===== src/rtl/spi_hold_pkg.sv =====
// Shared constants for the serial slave front-end.
// Assumes: the four bus inputs are packed into one vector for synchronising.
package spi_hold_pkg;
    localparam int SYNC_W   = 4;
    localparam int IDX_SCK  = 0;
    localparam int IDX_CS   = 1;
    localparam int IDX_HOLD = 2;
    localparam int IDX_SI   = 3;
endpackage


===== src/rtl/spi_in_sync.sv =====
// Multi-stage synchroniser for a vector of asynchronous inputs.
// Assumes: STAGES >= 2; every stage resets to 0 so no false select edge appears after reset.
module spi_in_sync #(
    parameter int W      = 4,
    parameter int STAGES = 2
) (
    input  logic         clk,
    input  logic         rst_n,
    input  logic [W-1:0] async_in,
    output logic [W-1:0] sync_out
);
    logic [STAGES-1:0][W-1:0] stage_q;

    // Shift the raw inputs through the flop chain.
    always_ff @(posedge clk) begin
        if (!rst_n) begin
            stage_q <= '0;
        end else begin
            stage_q[0] <= async_in;
            for (int s = 1; s < STAGES; s++) begin
                stage_q[s] <= stage_q[s-1];
            end
        end
    end

    assign sync_out = stage_q[STAGES-1];
endmodule


===== src/rtl/spi_frame_ctrl.sv =====
// Transaction framing: arming on a select fall, pause tracking, bit position.
// Assumes: inputs are already synchronised; one edge event per system clock at most.
module spi_frame_ctrl #(
    parameter  int DATA_W = 8,
    localparam int CNT_W  = $clog2(DATA_W)
) (
    input  logic             clk,
    input  logic             rst_n,
    input  logic             sck_lvl,
    input  logic             cs_n_lvl,
    input  logic             hold_n_lvl,
    output logic             active,
    output logic             held,
    output logic             step_rise,
    output logic             step_fall,
    output logic             byte_done,
    output logic             first_byte,
    output logic [CNT_W-1:0] bit_cnt
);
    localparam logic [CNT_W-1:0] LAST_BIT = CNT_W'(DATA_W - 1);

    logic sck_prev, cs_n_prev, hold_n_prev;
    logic sck_rise, sck_fall, cs_fall, hold_fall, hold_rise;

    // Remember last synchronised levels for edge detection.
    always_ff @(posedge clk) begin
        if (!rst_n) begin
            sck_prev    <= 1'b0;
            cs_n_prev   <= 1'b0;
            hold_n_prev <= 1'b0;
        end else begin
            sck_prev    <= sck_lvl;
            cs_n_prev   <= cs_n_lvl;
            hold_n_prev <= hold_n_lvl;
        end
    end

    // Edge events in the system clock domain.
    always_comb begin
        sck_rise  = sck_lvl & ~sck_prev;
        sck_fall  = ~sck_lvl & sck_prev;
        cs_fall   = ~cs_n_lvl & cs_n_prev;
        hold_fall = ~hold_n_lvl & hold_n_prev;
        hold_rise = hold_n_lvl & ~hold_n_prev;
    end

    // Arm on a select fall; disarm whenever select is high.
    always_ff @(posedge clk) begin
        if (!rst_n || cs_n_lvl) begin
            active <= 1'b0;
        end else if (cs_fall) begin
            active <= 1'b1;
        end
    end

    // Pause state changes only while the bus clock is low.
    always_ff @(posedge clk) begin
        if (!rst_n || cs_n_lvl) begin
            held <= 1'b0;
        end else if (active && !sck_lvl) begin
            if (hold_fall) begin
                held <= 1'b1;
            end else if (hold_rise) begin
                held <= 1'b0;
            end
        end
    end

    // Qualified bus clock edges that advance the transaction.
    always_comb begin
        step_rise = active & ~held & ~cs_n_lvl & sck_rise;
        step_fall = active & ~held & ~cs_n_lvl & sck_fall;
        byte_done = step_rise & (bit_cnt == LAST_BIT);
    end

    // Bit position within the current byte.
    always_ff @(posedge clk) begin
        if (!rst_n || cs_n_lvl) begin
            bit_cnt <= '0;
        end else if (step_rise) begin
            bit_cnt <= (bit_cnt == LAST_BIT) ? '0 : bit_cnt + 1'b1;
        end
    end

    // Marks that the address byte is still being received.
    always_ff @(posedge clk) begin
        if (!rst_n || cs_n_lvl) begin
            first_byte <= 1'b1;
        end else if (byte_done) begin
            first_byte <= 1'b0;
        end
    end

    AST_HOLD_FREEZES_COUNT: assert property (@(posedge clk) disable iff (!rst_n)
        ($past(held) && !$past(cs_n_lvl)) |-> $stable(bit_cnt));
    AST_HOLD_ENTRY_SCK_LOW: assert property (@(posedge clk) disable iff (!rst_n)
        $rose(held) |-> !$past(sck_lvl));
    AST_UNARMED_IDLE: assert property (@(posedge clk) disable iff (!rst_n)
        !active |-> (bit_cnt == '0));
    AST_ABORT_CLEARS: assert property (@(posedge clk) disable iff (!rst_n)
        $past(cs_n_lvl) |-> (bit_cnt == '0 && !held && first_byte));
endmodule


===== src/rtl/spi_shift_path.sv =====
// Receive and transmit shift registers plus the address comparison.
// Assumes: framing strobes come from spi_frame_ctrl in the same clock domain.
module spi_shift_path #(
    parameter  int               DATA_W = 8,
    parameter  int               ID_W   = 4,
    parameter  int               ADDR_W = 2,
    parameter  logic [ID_W-1:0]  DEV_ID = 4'b1010,
    localparam int               CNT_W  = $clog2(DATA_W)
) (
    input  logic              clk,
    input  logic              rst_n,
    input  logic              si_lvl,
    input  logic              cs_n_lvl,
    input  logic              held,
    input  logic              step_rise,
    input  logic              step_fall,
    input  logic              byte_done,
    input  logic              first_byte,
    input  logic [CNT_W-1:0]  bit_cnt,
    input  logic [ADDR_W-1:0] addr_pins,
    input  logic [DATA_W-1:0] tx_data,
    input  logic              tx_valid,
    output logic [DATA_W-1:0] rx_data,
    output logic              rx_valid,
    output logic              addr_hit,
    output logic              so,
    output logic              so_oe
);
    logic [DATA_W-2:0] rx_sh;
    logic [DATA_W-1:0] assembled;
    logic [DATA_W-1:0] tx_sh;
    logic              matched;
    logic              driving;
    logic              id_ok, pins_ok;

    // Byte as it stands including the bit being sampled now.
    always_comb begin
        assembled = {rx_sh, si_lvl};
        id_ok     = (assembled[DATA_W-1 -: ID_W] == DEV_ID);
        pins_ok   = (assembled[ADDR_W-1:0] == addr_pins);
    end

    // Shift in one bit per qualified rising bus clock edge.
    always_ff @(posedge clk) begin
        if (!rst_n) begin
            rx_sh <= '0;
        end else if (step_rise) begin
            rx_sh <= assembled[DATA_W-2:0];
        end
    end

    // Latch the address decision at the end of the first byte.
    always_ff @(posedge clk) begin
        if (!rst_n || cs_n_lvl) begin
            matched <= 1'b0;
        end else if (byte_done && first_byte) begin
            matched <= id_ok & pins_ok;
        end
    end

    // Present completed data bytes with a one-cycle strobe.
    always_ff @(posedge clk) begin
        if (!rst_n) begin
            rx_valid <= 1'b0;
            rx_data  <= '0;
        end else begin
            rx_valid <= byte_done & ~first_byte & matched;
            if (byte_done && !first_byte && matched) begin
                rx_data <= assembled;
            end
        end
    end

    // Load at a byte start, otherwise advance one bit per falling edge.
    always_ff @(posedge clk) begin
        if (!rst_n || cs_n_lvl) begin
            tx_sh   <= '0;
            driving <= 1'b0;
        end else if (step_fall && matched) begin
            if (bit_cnt == '0) begin
                tx_sh   <= tx_data;
                driving <= tx_valid;
            end else begin
                tx_sh <= {tx_sh[DATA_W-2:0], 1'b0};
            end
        end
    end

    assign so       = tx_sh[DATA_W-1];
    assign so_oe    = driving & ~held;
    assign addr_hit = matched;

    AST_STROBE_NEEDS_MATCH: assert property (@(posedge clk) disable iff (!rst_n)
        rx_valid |-> matched);
    AST_STROBE_SINGLE: assert property (@(posedge clk) disable iff (!rst_n)
        rx_valid |=> !rx_valid);
    AST_OE_DESELECTED: assert property (@(posedge clk) disable iff (!rst_n)
        $past(cs_n_lvl) |-> !so_oe);
    AST_OE_NEEDS_MATCH: assert property (@(posedge clk) disable iff (!rst_n)
        so_oe |-> matched);
endmodule


===== src/rtl/spi_hold_slave.sv =====
// Top of the serial slave front-end: synchroniser, framing and shift path.
// Assumes: bus clock half period spans at least three system clocks.
module spi_hold_slave #(
    parameter int              DATA_W      = 8,
    parameter int              ID_W        = 4,
    parameter int              ADDR_W      = 2,
    parameter logic [ID_W-1:0] DEV_ID      = 4'b1010,
    parameter int              SYNC_STAGES = 2
) (
    input  logic              clk,
    input  logic              rst_n,
    input  logic              sck,
    input  logic              cs_n,
    input  logic              hold_n,
    input  logic              si,
    input  logic [ADDR_W-1:0] addr_pins,
    input  logic [DATA_W-1:0] tx_data,
    input  logic              tx_valid,
    output logic              so,
    output logic              so_oe,
    output logic [DATA_W-1:0] rx_data,
    output logic              rx_valid,
    output logic              addr_hit
);
    import spi_hold_pkg::*;

    localparam int CNT_W = $clog2(DATA_W);

    logic [SYNC_W-1:0] raw_in, lvl;
    logic              active, held, step_rise, step_fall, byte_done, first_byte;
    logic [CNT_W-1:0]  bit_cnt;

    // Pack the asynchronous bus pins for the synchroniser.
    always_comb begin
        raw_in           = '0;
        raw_in[IDX_SCK]  = sck;
        raw_in[IDX_CS]   = cs_n;
        raw_in[IDX_HOLD] = hold_n;
        raw_in[IDX_SI]   = si;
    end

    spi_in_sync #(.W(SYNC_W), .STAGES(SYNC_STAGES)) u_sync (
        .clk      (clk),
        .rst_n    (rst_n),
        .async_in (raw_in),
        .sync_out (lvl)
    );

    spi_frame_ctrl #(.DATA_W(DATA_W)) u_frame (
        .clk        (clk),
        .rst_n      (rst_n),
        .sck_lvl    (lvl[IDX_SCK]),
        .cs_n_lvl   (lvl[IDX_CS]),
        .hold_n_lvl (lvl[IDX_HOLD]),
        .active     (active),
        .held       (held),
        .step_rise  (step_rise),
        .step_fall  (step_fall),
        .byte_done  (byte_done),
        .first_byte (first_byte),
        .bit_cnt    (bit_cnt)
    );

    spi_shift_path #(.DATA_W(DATA_W), .ID_W(ID_W), .ADDR_W(ADDR_W), .DEV_ID(DEV_ID)) u_shift (
        .clk        (clk),
        .rst_n      (rst_n),
        .si_lvl     (lvl[IDX_SI]),
        .cs_n_lvl   (lvl[IDX_CS]),
        .held       (held),
        .step_rise  (step_rise),
        .step_fall  (step_fall),
        .byte_done  (byte_done),
        .first_byte (first_byte),
        .bit_cnt    (bit_cnt),
        .addr_pins  (addr_pins),
        .tx_data    (tx_data),
        .tx_valid   (tx_valid),
        .rx_data    (rx_data),
        .rx_valid   (rx_valid),
        .addr_hit   (addr_hit),
        .so         (so),
        .so_oe      (so_oe)
    );

    AST_ACTIVE_NEEDS_SELECT: assert property (@(posedge clk) disable iff (!rst_n)
        (active && !$past(active)) |-> $past(!lvl[IDX_CS]));
endmodule


===== config.mk =====
export PLATFORM = sky130hd
export DESIGN_NAME = spi_hold_slave
export DESIGN_NICKNAME = d
export VERILOG_FILES = /design/src/rtl/spi_hold_pkg.sv /design/src/rtl/spi_in_sync.sv /design/src/rtl/spi_frame_ctrl.sv /design/src/rtl/spi_shift_path.sv /design/src/rtl/spi_hold_slave.sv
export SDC_FILE = /design/constraint.sdc
export NUM_CORES = 1
export LEC_CHECK = 0
export ABC_AREA = 1
export ABC_CLOCK_PERIOD_IN_PS = 2700
export CAP_MARGIN = 10
export CORE_ASPECT_RATIO = 0.5
export CORE_MARGIN = 2
export CORE_UTILIZATION = 65
export DETAILED_ROUTE_END_ITERATION = 10
export DONT_BUFFER_PORTS = 1
export PLACE_DENSITY = 0.81
export SLEW_MARGIN = 20
export SYNTH_ARGS = -nofsm -noshare
export SYNTH_HDL_FRONTEND = slang
export SYNTH_HIERARCHICAL = 1
export SYNTH_SLANG_ARGS = --single-unit

===== constraint.sdc =====
create_clock -name clk -period 2.7 [get_ports clk]
set_clock_uncertainty 0.1 [all_clocks]
set_input_delay 0.27 -clock clk [delete_from_list [all_inputs] [get_ports clk]]
set_output_delay 0.27 -clock clk [all_outputs]
set_load 0.02 [all_outputs]

After elaboration in Yosys (flattened, before gate mapping)
Index checks and enable logic that the tools add are counted.
{"block": "word_totals", "register_bits": 43, "inputBits": 17, "output_inout_bits": 12, "word_cells": 57}
{"block": "op_classes", "n_bitwise": 21, "n_eq_ne": 3, "mux": 4, "reduce_logical": 13, "n_addsub": 1}
{"cell": "AND 1 bit", "count": 14}
{"cell": "2-to-1 mux 8 bit", "count": 1}
{"cell": "inverter 1 bit", "count": 7}
{"cell": "logical AND 1 bit", "count": 5}
{"cell": "equality test 4 bit (second input constant)", "count": 1}
{"cell": "AND reduction 2 bit", "count": 2}
{"cell": "adder 3 x 1 -> 3 bit (second input constant)", "count": 1}
{"cell": "equality test 3 bit (second input constant)", "count": 1}
{"cell": "logical NOT 1 bit", "count": 3}
{"cell": "logical NOT 3 bit", "count": 1}
{"cell": "2-to-1 mux 3 bit", "count": 1}
{"cell": "equality test 2 bit", "count": 1}
{"cell": "2-to-1 mux 1 bit", "count": 2}
{"cell": "nonzero test 2 bit", "count": 1}
{"cell": "logical OR 1 bit", "count": 1}

Depth between registers and ports, before layout
Gate-level depths: netlist of the first run.
{"block": "depth", "word_depth": 7, "mapped_depth": 12}

Cells and area by module
Netlist of the first run, hierarchy kept.
{"mod": "spi_shift_path", "instances": 1, "area_each_um2": 1079.8, "seq_area_each_um2": 520.5, "cells_per_inst": 160}
{"mod": "spi_frame_ctrl", "instances": 1, "area_each_um2": 430.4, "seq_area_each_um2": 180.2, "cells_per_inst": 61}
{"mod": "spi_in_sync", "instances": 1, "area_each_um2": 255.2, "seq_area_each_um2": 160.2, "cells_per_inst": 29}

Worst setup path before layout of the first run
OpenSTA, ideal clock, no wires.
{"block": "synth_path", "kind": "flip-flop to flip-flop", "start": "register u_sync.stage_q (netlist bit u_sync/sync_out[1])", "end": "register u_shift.rx_data[0]", "setup_ns": 0.070, "path_slack_ns": 1.107, "arrival_ns": 1.423, "n_path_buf": 2, "stages_incl_launch_ff": 12, "cell_sequence": "dfxtp_1 > buf_4 > inv_1 > nand3_2 > nor2_4 > nand2_1 > inv_1 > nand2_1 > nor2_1 > buf_2 > o21ai_0 > a21oi_1"}
{"block": "synth_via", "elab_chain_cells": 6}
{"item": "start: declaration", "line_no": "spi_in_sync.sv:12", "text": "logic [STAGES-1:0][W-1:0] stage_q;"}
{"item": "start signal: indexed assignment", "line_no": "spi_in_sync.sv:21", "text": "stage_q[s] <= stage_q[s-1];"}
{"item": "inverter 1 bit", "line_no": "spi_frame_ctrl.sv:71", "text": "step_rise = active & ~held & ~cs_n_lvl & sck_rise;"}
{"item": "AND 1 bit (2 in series)", "line_no": "spi_frame_ctrl.sv:71"}
{"item": "via step_rise", "line_no": "spi_hold_slave.sv:30", "text": "logic active, held, step_rise, step_fall, byte_done, first_byte;"}
{"item": "AND 1 bit", "line_no": "spi_frame_ctrl.sv:73", "text": "byte_done = step_rise & (bit_cnt == LAST_BIT);"}
{"item": "via byte_done", "line_no": "spi_hold_slave.sv:30"}
{"item": "logical AND 1 bit (2 in series)", "line_no": "spi_shift_path.sv:68", "text": "if (byte_done && !first_byte && matched) begin"}
{"item": "end signal: assignment", "line_no": "spi_shift_path.sv:69", "text": "rx_data <= assembled;"}
{"item": "end: declaration", "line_no": "spi_shift_path.sv:23", "text": "output logic [DATA_W-1:0] rx_data,"}
The timed path passes the listed nets, and every way through them passes these cells.
A chain may end at the register's enable or synchronous reset.

Worst setup path in the final report of the first run
{"block": "layout_path", "start": "register u_sync.stage_q (netlist bit u_sync/sync_out[1])", "end": "register u_shift.rx_data[6]"}
The elaborated chain is that of the path after synthesis.

==> flow_metrics.env, run 1 <==
export IMPL_ys_ff_latch=43
export IMPL_drc=0
export IMPL_root_buffer="clkbuf_8"
export IMPL_wirelength_um=3300
export IMPL_grt_first_pass_wirelength_um=5060
export IMPL_grt_use_total=0.218
export IMPL_fp_dieW_um=77.7
export IMPL_design_area_um2=1890
export IMPL_cp_required_ns=2.80
export IMPL_fp_dieH_um=40.9
export IMPL_synth_common_cells="nand2_1 (61), nor2_1 (49), dfxtp_1 (43)"
export IMPL_cp_arrival_ns=2.30
export IMPL_clock_sinks=43
export IMPL_min_from="rst_n"
export IMPL_setup_worst_path_start_class="flop"
export IMPL_syn_area_per_cell_um2=7.06
export IMPL_ioPinCount=29
export IMPL_async_flop_share=0
export IMPL_synth_top_area_share=0.488
export IMPL_r2r_start="u_sync/sync_out[1]"
export IMPL_regArea_um2=861
export IMPL_finalCriticalPeriod_ns=2.21
export IMPL_crit_path_top_delay_cell="nor2_1"
export IMPL_nets=273
export IMPL_crit_path_end_kind="flop"
export IMPL_core_um2=2590
export IMPL_p_leak_nw=0.940
export IMPL_io_buffers=0
export IMPL_path_max_fanout=12
export IMPL_synth_cells=250
export IMPL_synth_nets=270
export IMPL_slew_viol_final=0
export IMPL_peakVddDrop_v=0.000353
export IMPL_htree_levels=2
export IMPL_cp_top_family="simple AND/OR/NAND/NOR gates"
export IMPL_synth_edf_count=0
export IMPL_dieArea_um2=3170
export IMPL_ant_nets=0
export IMPL_rsz0062_at_grt="no"
export IMPL_antenna_found_initial=0
export IMPL_cts_repair_resized=0
export IMPL_pwr_density_cell_nw_per_um2=573
export IMPL_dp_hpwl_um=2270
export IMPL_post_cts_buffers=0
export IMPL_syn_area_um2=1770
export IMPL_syn_to_final_growth_pct=7.09
export IMPL_layout_drive_gt1_share=0.0630
export IMPL_clk_latency_ns=0.29
export IMPL_dpl_cell_count=278
export IMPL_criticalPathCategory="flop to flop"
export IMPL_initial_core_util=0.683
export IMPL_place_area_um2=1750
export IMPL_cts_path_max_buffers=2
export IMPL_synthTopCellsByArea="dfxtp_1 (49%), nand2_1 (13%), nor2_1 (10%)"
export IMPL_fillCellCount=209
export IMPL_diodes=0
export IMPL_cts_buffers=5
export IMPL_post_layout_nonfiller_instances=291
export IMPL_post_synth_top_count_cell="nand2_1"
export IMPL_relSlewSlack=0.546
export IMPL_max_stage_delay_ns=0.53
export IMPL_status="complete, no violations"
export IMPL_drt_iter0_drc=47
export IMPL_wl_per_cell_um=11.3
export IMPL_dr_pass1_iters=4
export IMPL_synthDistinctLibCells=18
export IMPL_synthFlopType="dfxtp_1"
export IMPL_setup_tns_ns=0
export IMPL_finalHoldViolCount=0
export IMPL_worstMarginPinSlew_ns=0.678
export IMPL_finalSetupViolCount=0
export IMPL_max_freq_mhz=453
export IMPL_synth_warnings=6
export IMPL_multiInputGateArea_um2=687
export IMPL_gr_total_overflow=0
export IMPL_fin_crit_sh=0.818
export IMPL_critPathLaunch="u_sync/sync_out[1]"
export IMPL_cts_tree="built"
export IMPL_path_buf_inv=3
export IMPL_place_gp_congestion=0.818
export IMPL_synth_seq_area_share=0.488
export IMPL_viasPerCell=4.89
export IMPL_grt_start_max_net_pins=16
export IMPL_yosysTopAreaCell="dfxtp_1"
export IMPL_drv_cap=0
export IMPL_hold_class="primary input to flop"
export IMPL_clk_pin_slew_worst_paths_ns=0.08
export IMPL_grt_pass1_vias=1209
export IMPL_crit_chain="inv_1, nand3_2, nor2_4, nand2_1, inv_1, nand2_1, nor2_1, inv_1, nor2_1, nor2_1"
export IMPL_fp_row_count=13
export IMPL_vias=1423
[logic make-up after synthesis]
logic type | Yosys count | share of synthesized area
buf+inv | 51 | 0.123
simple gates | 126 | 0.291
fa+ha+maj | 3 | 0.0213
compound gates | 27 | 0.0765
flops | 43 | 0.488
[layout make-up]
class,instances,share of cell area
inverters,42,0.0834
well taps,37,0.0245
repair buffers,5,0.0265
multi-input cells,156,0.363
clock inverters,3,0.0106
flip-flops and latches,43,0.455
clock buffers,5,0.0364
[metal layers]
layer,GRT usage,wire length (µm),up-vias
li1,-,-,751
met1,0.242,1510,628
met2,0.422,1540,39
met3,0.0771,222,5
met4,0.0580,31,0
met5,0,0,-
[sequential cells by signal (all words and copies together), names as in the netlist]
name and cells:
u_sync/sync_out 4, u_frame/first_byte 1, u_frame/bit_cnt 3, u_frame/cs_n_prev 1, u_frame/sck_prev 1, u_shift/driving 1
u_frame/active 1, u_sync/stage_q 4, u_shift/addr_hit 1, u_shift/tx_sh 8, u_shift/rx_data 8, u_shift/rx_sh 7
u_shift/rx_valid 1, u_frame/held 1, u_frame/hold_n_prev 1
[stage by stage]
stage               setup slack (ns)  power (mW)  hold slack (ns)  utilization
detailed placement             0.532       0.690            0.270        0.677
global placement               0.724       0.688            0.265        0.677
global route                   0.277        1.13          0.00408        0.731
CTS                            0.538        1.10         0.000447        0.731
finish                         0.492        1.08          0.00545        0.731
floorplan                       1.11       0.691            0.263            -
[repair_timing]
item / in CTS / in global routing
hold endpoints to repair: 15 / 0
endpoints found under the setup margin: 0 / 0
hold buffers: 5 / 0
[placed cells by master (no fill, tap or decap)]
cell type      count
nand3_1            8
dfxtp_1           43
a21oi_1           11
inv_1             40
clkbuf_8           5
nor2_2             3
nand3_2            2
nor3_1             1
clkinvlp_4         2
nor2_4             1
nor2_1            49
o21ai_0           16
nand2_1           61
inv_2              2
dlygate4sd3_1      5
clkinv_2           1
or2_1              1
ha_1               3
[where the power goes]
| part | internal [mW] | switching [mW] |
|---|---|---|
| combinational | 0.0144 | 0.0232 |
| clock | 0.180 | 0.219 |
| sequential | 0.642 | 0.00443 |
| total | 0.836 | 0.247 |
[final timing paths]
| kind | slack (ns) | depth (start not counted) | end |
|---|---|---|---|
| worst max-delay path | 0.49 | 10 | u_shift/rx_data[6] |
| worst min register to register | 0.32 | 2 | u_sync/sync_out[3] |
| worst min-delay path | 0.005 | 2 | u_shift/rx_data[0] |
| worst max register to register | 0.49 | 10 | u_shift/rx_data[6] |
(Power assumes the default switching activity.)
==> inputs of run 2 (changes only) <==
--- a/config.mk
+++ b/config.mk
@@ -6,14 +6,14 @@
 export NUM_CORES = 1
 export LEC_CHECK = 0
 export ABC_AREA = 1
-export ABC_CLOCK_PERIOD_IN_PS = 2700
+export ABC_CLOCK_PERIOD_IN_PS = 2150
 export CAP_MARGIN = 10
 export CORE_ASPECT_RATIO = 0.5
 export CORE_MARGIN = 2
-export CORE_UTILIZATION = 65
+export CORE_UTILIZATION = 61
 export DETAILED_ROUTE_END_ITERATION = 10
 export DONT_BUFFER_PORTS = 1
-export PLACE_DENSITY = 0.81
+export PLACE_DENSITY = 0.77
 export SLEW_MARGIN = 20
 export SYNTH_ARGS = -nofsm -noshare
 export SYNTH_HDL_FRONTEND = slang
==> constraint.sdc (replaced) <==
create_clock -name clk -period 2.15 [get_ports clk]
set_clock_uncertainty 0.1 [all_clocks]
set_input_delay 0.215 -clock clk [delete_from_list [all_inputs] [get_ports clk]]
set_output_delay 0.215 -clock clk [all_outputs]
set_load 0.02 [all_outputs]
==> run 2 against run 1 <==
Wire length fell by 3.3%. First-iteration DRC count rose by 13%. Worst setup slack got worse by 0.22 ns. Power rose by 29%. Clock-buffer cell count rose by 1. Cell area rose by 2.0%. Clock power rose by 34%.
==> flow_metrics.env, run 2 (synthesized netlist as in run 1, its figures left out) <==
export IMPL_status="complete, no violations"
export IMPL_htree_levels=2
export IMPL_setup_tns_ns=0
export IMPL_peakVddDrop_v=0.000474
export IMPL_drt_iter0_drc=53
export IMPL_root_buffer="clkbuf_8"
export IMPL_relSlewSlack=0.454
export IMPL_r2r_end="u_shift/rx_data[7]"
export IMPL_hold_class="primary input to flop"
export IMPL_pwr_density_cell_nw_per_um2=724
export IMPL_post_layout_nonfiller_instances=294
export IMPL_rsz0062_at_grt="no"
export IMPL_r2r_start="u_sync/sync_out[1]"
export IMPL_dpl_cell_count=279
export IMPL_ioPinCount=29
export IMPL_diodes=0
export IMPL_regArea_um2=861
export IMPL_cts_buffers=5
export IMPL_p_leak_nw=0.961
export IMPL_wirelength_um=3190
export IMPL_vias=1429
export IMPL_grt_pass1_vias=1282
export IMPL_most_common_layout_cells="nand2_1 (61), nor2_1 (49), dfxtp_1 (43)"
export IMPL_antenna_found_initial=0
export IMPL_reg2reg_slack_ns=0.39
export IMPL_dr_max_layer_used="met4"
export IMPL_fin_crit_sh=0.876
export IMPL_clock_sinks=43
export IMPL_wl_met1_um=1460
export IMPL_clk_latency_ns=0.29
export IMPL_wl_per_cell_um=10.9
export IMPL_fp_row_count=13
export IMPL_viasPerCell=4.86
export IMPL_cp_required_ns=2.29
export IMPL_top_regs="u_shift/rx_data: 8 flops, u_shift/tx_sh: 8 flops, u_shift/rx_sh: 7 flops"
export IMPL_finalCriticalPeriod_ns=1.88
export IMPL_gr_total_overflow=0
export IMPL_max_freq_mhz=531
export IMPL_fillCellCount=220
export IMPL_nets=276
export IMPL_grt_first_pass_wirelength_um=5440
export IMPL_clk_pin_slew_worst_paths_ns=0.08
export IMPL_slew_viol_final=0
export IMPL_syn_to_final_growth_pct=9.21
export IMPL_cts_repair_resized=0
export IMPL_finalHoldViolCount=0
export IMPL_place_gp_congestion=0.794
export IMPL_worstMarginPinSlew_ns=0.817
export IMPL_crit_path_end_kind="flop"
export IMPL_multiInputGateArea_um2=687
export IMPL_final_common_cell="nand2_1"
export IMPL_grt_start_max_net_pins=28
export IMPL_layout_drive_gt1_share=0.0661
export IMPL_fp_dieH_um=42.0
export IMPL_dp_hpwl_um=2230
export IMPL_met2_length_um=1400
export IMPL_setup_worst_path_start_class="primary input"
export IMPL_path_max_fanout=27
export IMPL_fp_dieW_um=80.1
export IMPL_ff2ff_path_depth=10
export IMPL_route_met3_wl_um=305
export IMPL_drv_cap=0
export IMPL_dieArea_um2=3370
export IMPL_cp_endpoint="u_shift/tx_sh[4]"
export IMPL_core_um2=2670
export IMPL_drc=0
export IMPL_cp_arrival_ns=2.02
export IMPL_cts_path_max_buffers=2
export IMPL_initial_core_util=0.662
export IMPL_grt_use_total=0.210
export IMPL_ant_nets=0
export IMPL_dr_pass1_iters=4
export IMPL_critPathLaunch="rst_n"
export IMPL_io_buffers=0
export IMPL_criticalPathCategory="primary input to flop"
export IMPL_finalSetupViolCount=0
export IMPL_cts_tree="built"
==> run 2: cell types whose count changed in the layout (fill, tap and decap cells not counted) <==
cell / delta
clkinv_4: +1
clkbuf_8: +1
buf_4: +1
clkinv_2: -1
clkinvlp_4: -1
dlygate4sd3_1: +2
==> run 2: how the worst min path moves through the flow <==
stage          startpoint                   to  slack (ns)  depth (start not counted)
2_1_floorplan       rst_n  u_frame/hold_n_prev        0.21                          2
3_3_place_gp        rst_n    u_sync/stage_q[3]        0.21                          2
3_5_place_dp        rst_n  u_frame/hold_n_prev        0.22                          2
4_1_cts             rst_n       u_frame/active       0.001                          2
5_1_grt             rst_n         u_frame/held        0.02                          2
6_report            rst_n       u_frame/active       0.009                          2
==> run 2: critical path, cell delays in order <==
cell and delay [ns]:
dlygate4sd3_1 1.07, inv_2 0.06, or2_1 0.39, nor2_1 0.16, nand2_1 0.07, inv_1 0.05
==> run 2: layer usage <==
metal,up-vias,track usage
met4,0,0.0644
met5,-,0
met3,3,0.0819
met2,46,0.340
li1,751,-
met1,629,0.261
==> run 2: timing repair <==
action / CTS / global route
buffers inserted: 0 / 0
endpoints found under the setup margin: 0 / 0
hold buffers: 7 / 0
endpoints found under the hold margin: 29 / 0
==> run 2: layout make-up <==
type	instances	area share
sequential	43	0.446
multi-input combinational	156	0.356
clock buffer	6	0.0428
tap	37	0.0240
clock inverter	2	0.00844
inverter	42	0.0818
timing repair buffer	8	0.0402
==> run 2: per-stage QoR <==
step | hold slack, ns | setup slack (ns) | util | power [mW] | area (µm²)
CTS | 0.00149 | 0.274 | 0.723 | 1.41 | 1930
global placement | 0.212 | 0.567 | 0.659 | 0.864 | 1760
finish | 0.00885 | 0.268 | 0.723 | 1.40 | 1930
detailed placement | 0.217 | 0.449 | 0.659 | 0.866 | 1760
global route | 0.0171 | 0.102 | 0.723 | 1.45 | 1930
floorplan | 0.208 | 0.557 | - | 0.868 | 1770
==> run 2: power by group <==
part | internal (mW) | switching (mW)
Sequential | 0.806 | 0.00543
Combinational | 0.0205 | 0.0318
Clock | 0.262 | 0.271
==> inputs of run 3 (changes only) <==
==> constraint.sdc (replaced) <==
create_clock -name clk -period 2.15 [get_ports clk]
set_clock_uncertainty 0.1 [all_clocks]
set_input_delay 0 -clock clk [delete_from_list [all_inputs] [get_ports clk]]
set_output_delay 0 -clock clk [all_outputs]
set_load 0.02 [all_outputs]
==> run 3 against run 2 <==
Global-route usage increased by 0.88 points. Non-clock buffer count increased by 10. Sequential cell count unchanged. Utilization increased by 3.8 points. Sequential power hardly changed. Highest routed layer unchanged. Final cell count rose by 3.4%. Largest cell class unchanged. Fmax rose by 6.3%. Critical endpoint is now u_shift/rx_data[7]. Via count is 2.5% higher. Die area unchanged. Largest power group unchanged.
==> flow_metrics.env, run 3 (synthesized netlist as in run 1, its figures left out) <==
export IMPL_status="complete, no violations"
export IMPL_cp_arrival_ns=1.90
export IMPL_grt_first_pass_wirelength_um=5670
export IMPL_place_area_um2=1760
export IMPL_grt_start_max_net_pins=29
export IMPL_wl_per_cell_um=11.0
export IMPL_wirelength_um=3330
export IMPL_comb_power_share=0.048
export IMPL_finalCriticalPeriod_ns=1.77
export IMPL_layout_drive_gt1_share=0.0674
export IMPL_syn_to_final_growth_pct=15.0
export IMPL_p_int_mw=1.10
export IMPL_design_area_um2=2030
export IMPL_final_common_cell="nand2_1"
export IMPL_dieArea_um2=3370
export IMPL_root_buffer="clkbuf_8"
export IMPL_worstMarginPinSlew_ns=0.851
export IMPL_peakVddDrop_v=0.000474
export IMPL_fp_dieH_um=42.0
export IMPL_p_leak_nw=1.00
export IMPL_top_usage_layer="met2"
export IMPL_use_met1=0.264
export IMPL_power_frac_clock=0.378
export IMPL_met2_usage=0.367
export IMPL_fin_crit_sh=0.824
export IMPL_clk_latency_ns=0.29
export IMPL_drc=0
export IMPL_cts_tree="built"
export IMPL_clk_pin_slew_worst_paths_ns=0.08
export IMPL_cp_required_ns=2.28
export IMPL_drt_iter0_drc=58
export IMPL_ant_nets=0
export IMPL_pwr_share_seq=0.574
export IMPL_max_freq_mhz=564
export IMPL_io_buffers=0
export IMPL_setup_tns_ns=0
export IMPL_hold_class="primary input to flop"
export IMPL_slew_viol_final=0
export IMPL_place_gp_congestion=0.794
export IMPL_fp_row_count=13
export IMPL_swShare=0.222
export IMPL_criticalPathCategory="flop to flop"
export IMPL_clock_sinks=43
export IMPL_dr_pass1_iters=4
export IMPL_initial_core_util=0.662
export IMPL_antenna_found_initial=0
export IMPL_grt_use_total=0.219
export IMPL_setup_worst_path_start_class="flop"
export IMPL_top_regs="u_shift/rx_data: 8 flops, u_shift/tx_sh: 8 flops, u_shift/rx_sh: 7 flops"
export IMPL_gr_total_overflow=0
export IMPL_rsz0062_at_grt="no"
export IMPL_vias=1465
export IMPL_finalHoldViolCount=0
export IMPL_path_max_fanout=11
export IMPL_fp_dieW_um=80.1
export IMPL_grt_pass1_vias=1359
export IMPL_viasPerCell=4.82
export IMPL_ioPinCount=29
export IMPL_fillCellCount=200
export IMPL_most_common_layout_cells="nand2_1 (61), nor2_1 (49), dfxtp_1 (42)"
export IMPL_cts_path_max_buffers=2
export IMPL_power_switching_mw=0.313
export IMPL_cts_buffers=5
export IMPL_finalSetupViolCount=0
export IMPL_diodes=0
export IMPL_relSlewSlack=0.431
export IMPL_pwr_density_cell_nw_per_um2=697
export IMPL_nets=286
export IMPL_core_um2=2670
export IMPL_dp_hpwl_um=2230
export IMPL_htree_levels=2
export IMPL_grt_use_met3=0.0733
export IMPL_drv_cap=0
export IMPL_crit_path_end_kind="flop"
==> run 3: cell types whose count changed in the layout (fill, tap and decap cells not counted) <==
cell           before  now
dlygate4sd3_1       7   17
dfxtp_1            43   42
dfxtp_2             0    1
==> run 3: critical path, cell delays in order (launching register included) <==
cell	delay [ns]
dfxtp_1	0.34
inv_1	0.11
nand3_2	0.12
nor2_4	0.22
nand2_1	0.11
inv_1	0.08
nand2_1	0.05
nor2_1	0.14
buf_4	0.19
o21ai_0	0.08
a21oi_1	0.16
==> run 3: layer usage <==
layer / part of all wire / vias to the layer above
li1: - / 776
met1: 0.48 / 645
met2: 0.44 / 37
met3: 0.056 / 7
met4: 0.018 / 0
met5: 0 / -
==> run 3: repair_timing <==
item                                   in CTS  in global routing
endpoints found under the hold margin      43                  1
buffers inserted                            0                  0
setup endpoints to repair                   0                  1
hold buffers                               17                  1
resized for setup                           0                  1
==> run 3: cell type report <==
cell class / instances / area (µm²) / area share
Clock buffer: 6 / 82.6 / 0.0407
Tap cell: 37 / 46.3 / 0.0228
Inverter: 42 / 158 / 0.0777
Multi-Input combinational cell: 156 / 687 / 0.338
Sequential cell: 43 / 862 / 0.425
Timing Repair Buffer: 18 / 178 / 0.0875
Clock inverter: 2 / 16.3 / 0.00801
==> run 3: through the flow <==
stage          hold slack (ns)  total power [mW]   util  cells  setup WS (ns)
2_1_floorplan         -0.00655             0.868      -    250          0.557
3_3_place_gp          -0.00316             0.864  0.659    279          0.567
3_5_place_dp           0.00172             0.866  0.659    279          0.449
4_1_cts                  0.231              1.43  0.760    304          0.130
5_1_grt                  0.235              1.47  0.761    304          0.157
6_report                 0.242              1.41  0.761    304          0.379
==> run 3: power groups by stage <==
stage                     sequential, mW  combinational, mW  clock [mW]
final                              0.811             0.0684       0.534
after global routing               0.813             0.0764       0.583
after CTS                          0.811             0.0674       0.550
after detailed placement           0.830             0.0355           0
after global placement             0.830             0.0343           0
after floorplan                    0.827             0.0404           0
==> run 3: path summary, 6_finish.rpt <==
kind / endpoint / start / slack [ns] / cells after the start
setup / recovery: u_shift/rx_data[7] / u_sync/sync_out[1] / 0.38 / 10
setup reg to reg: u_shift/rx_data[7] / u_sync/sync_out[1] / 0.38 / 10
hold / removal: u_sync/stage_q[1] / cs_n / 0.24 / 3
hold reg to reg: u_sync/sync_out[3] / u_sync/stage_q[3] / 0.31 / 2
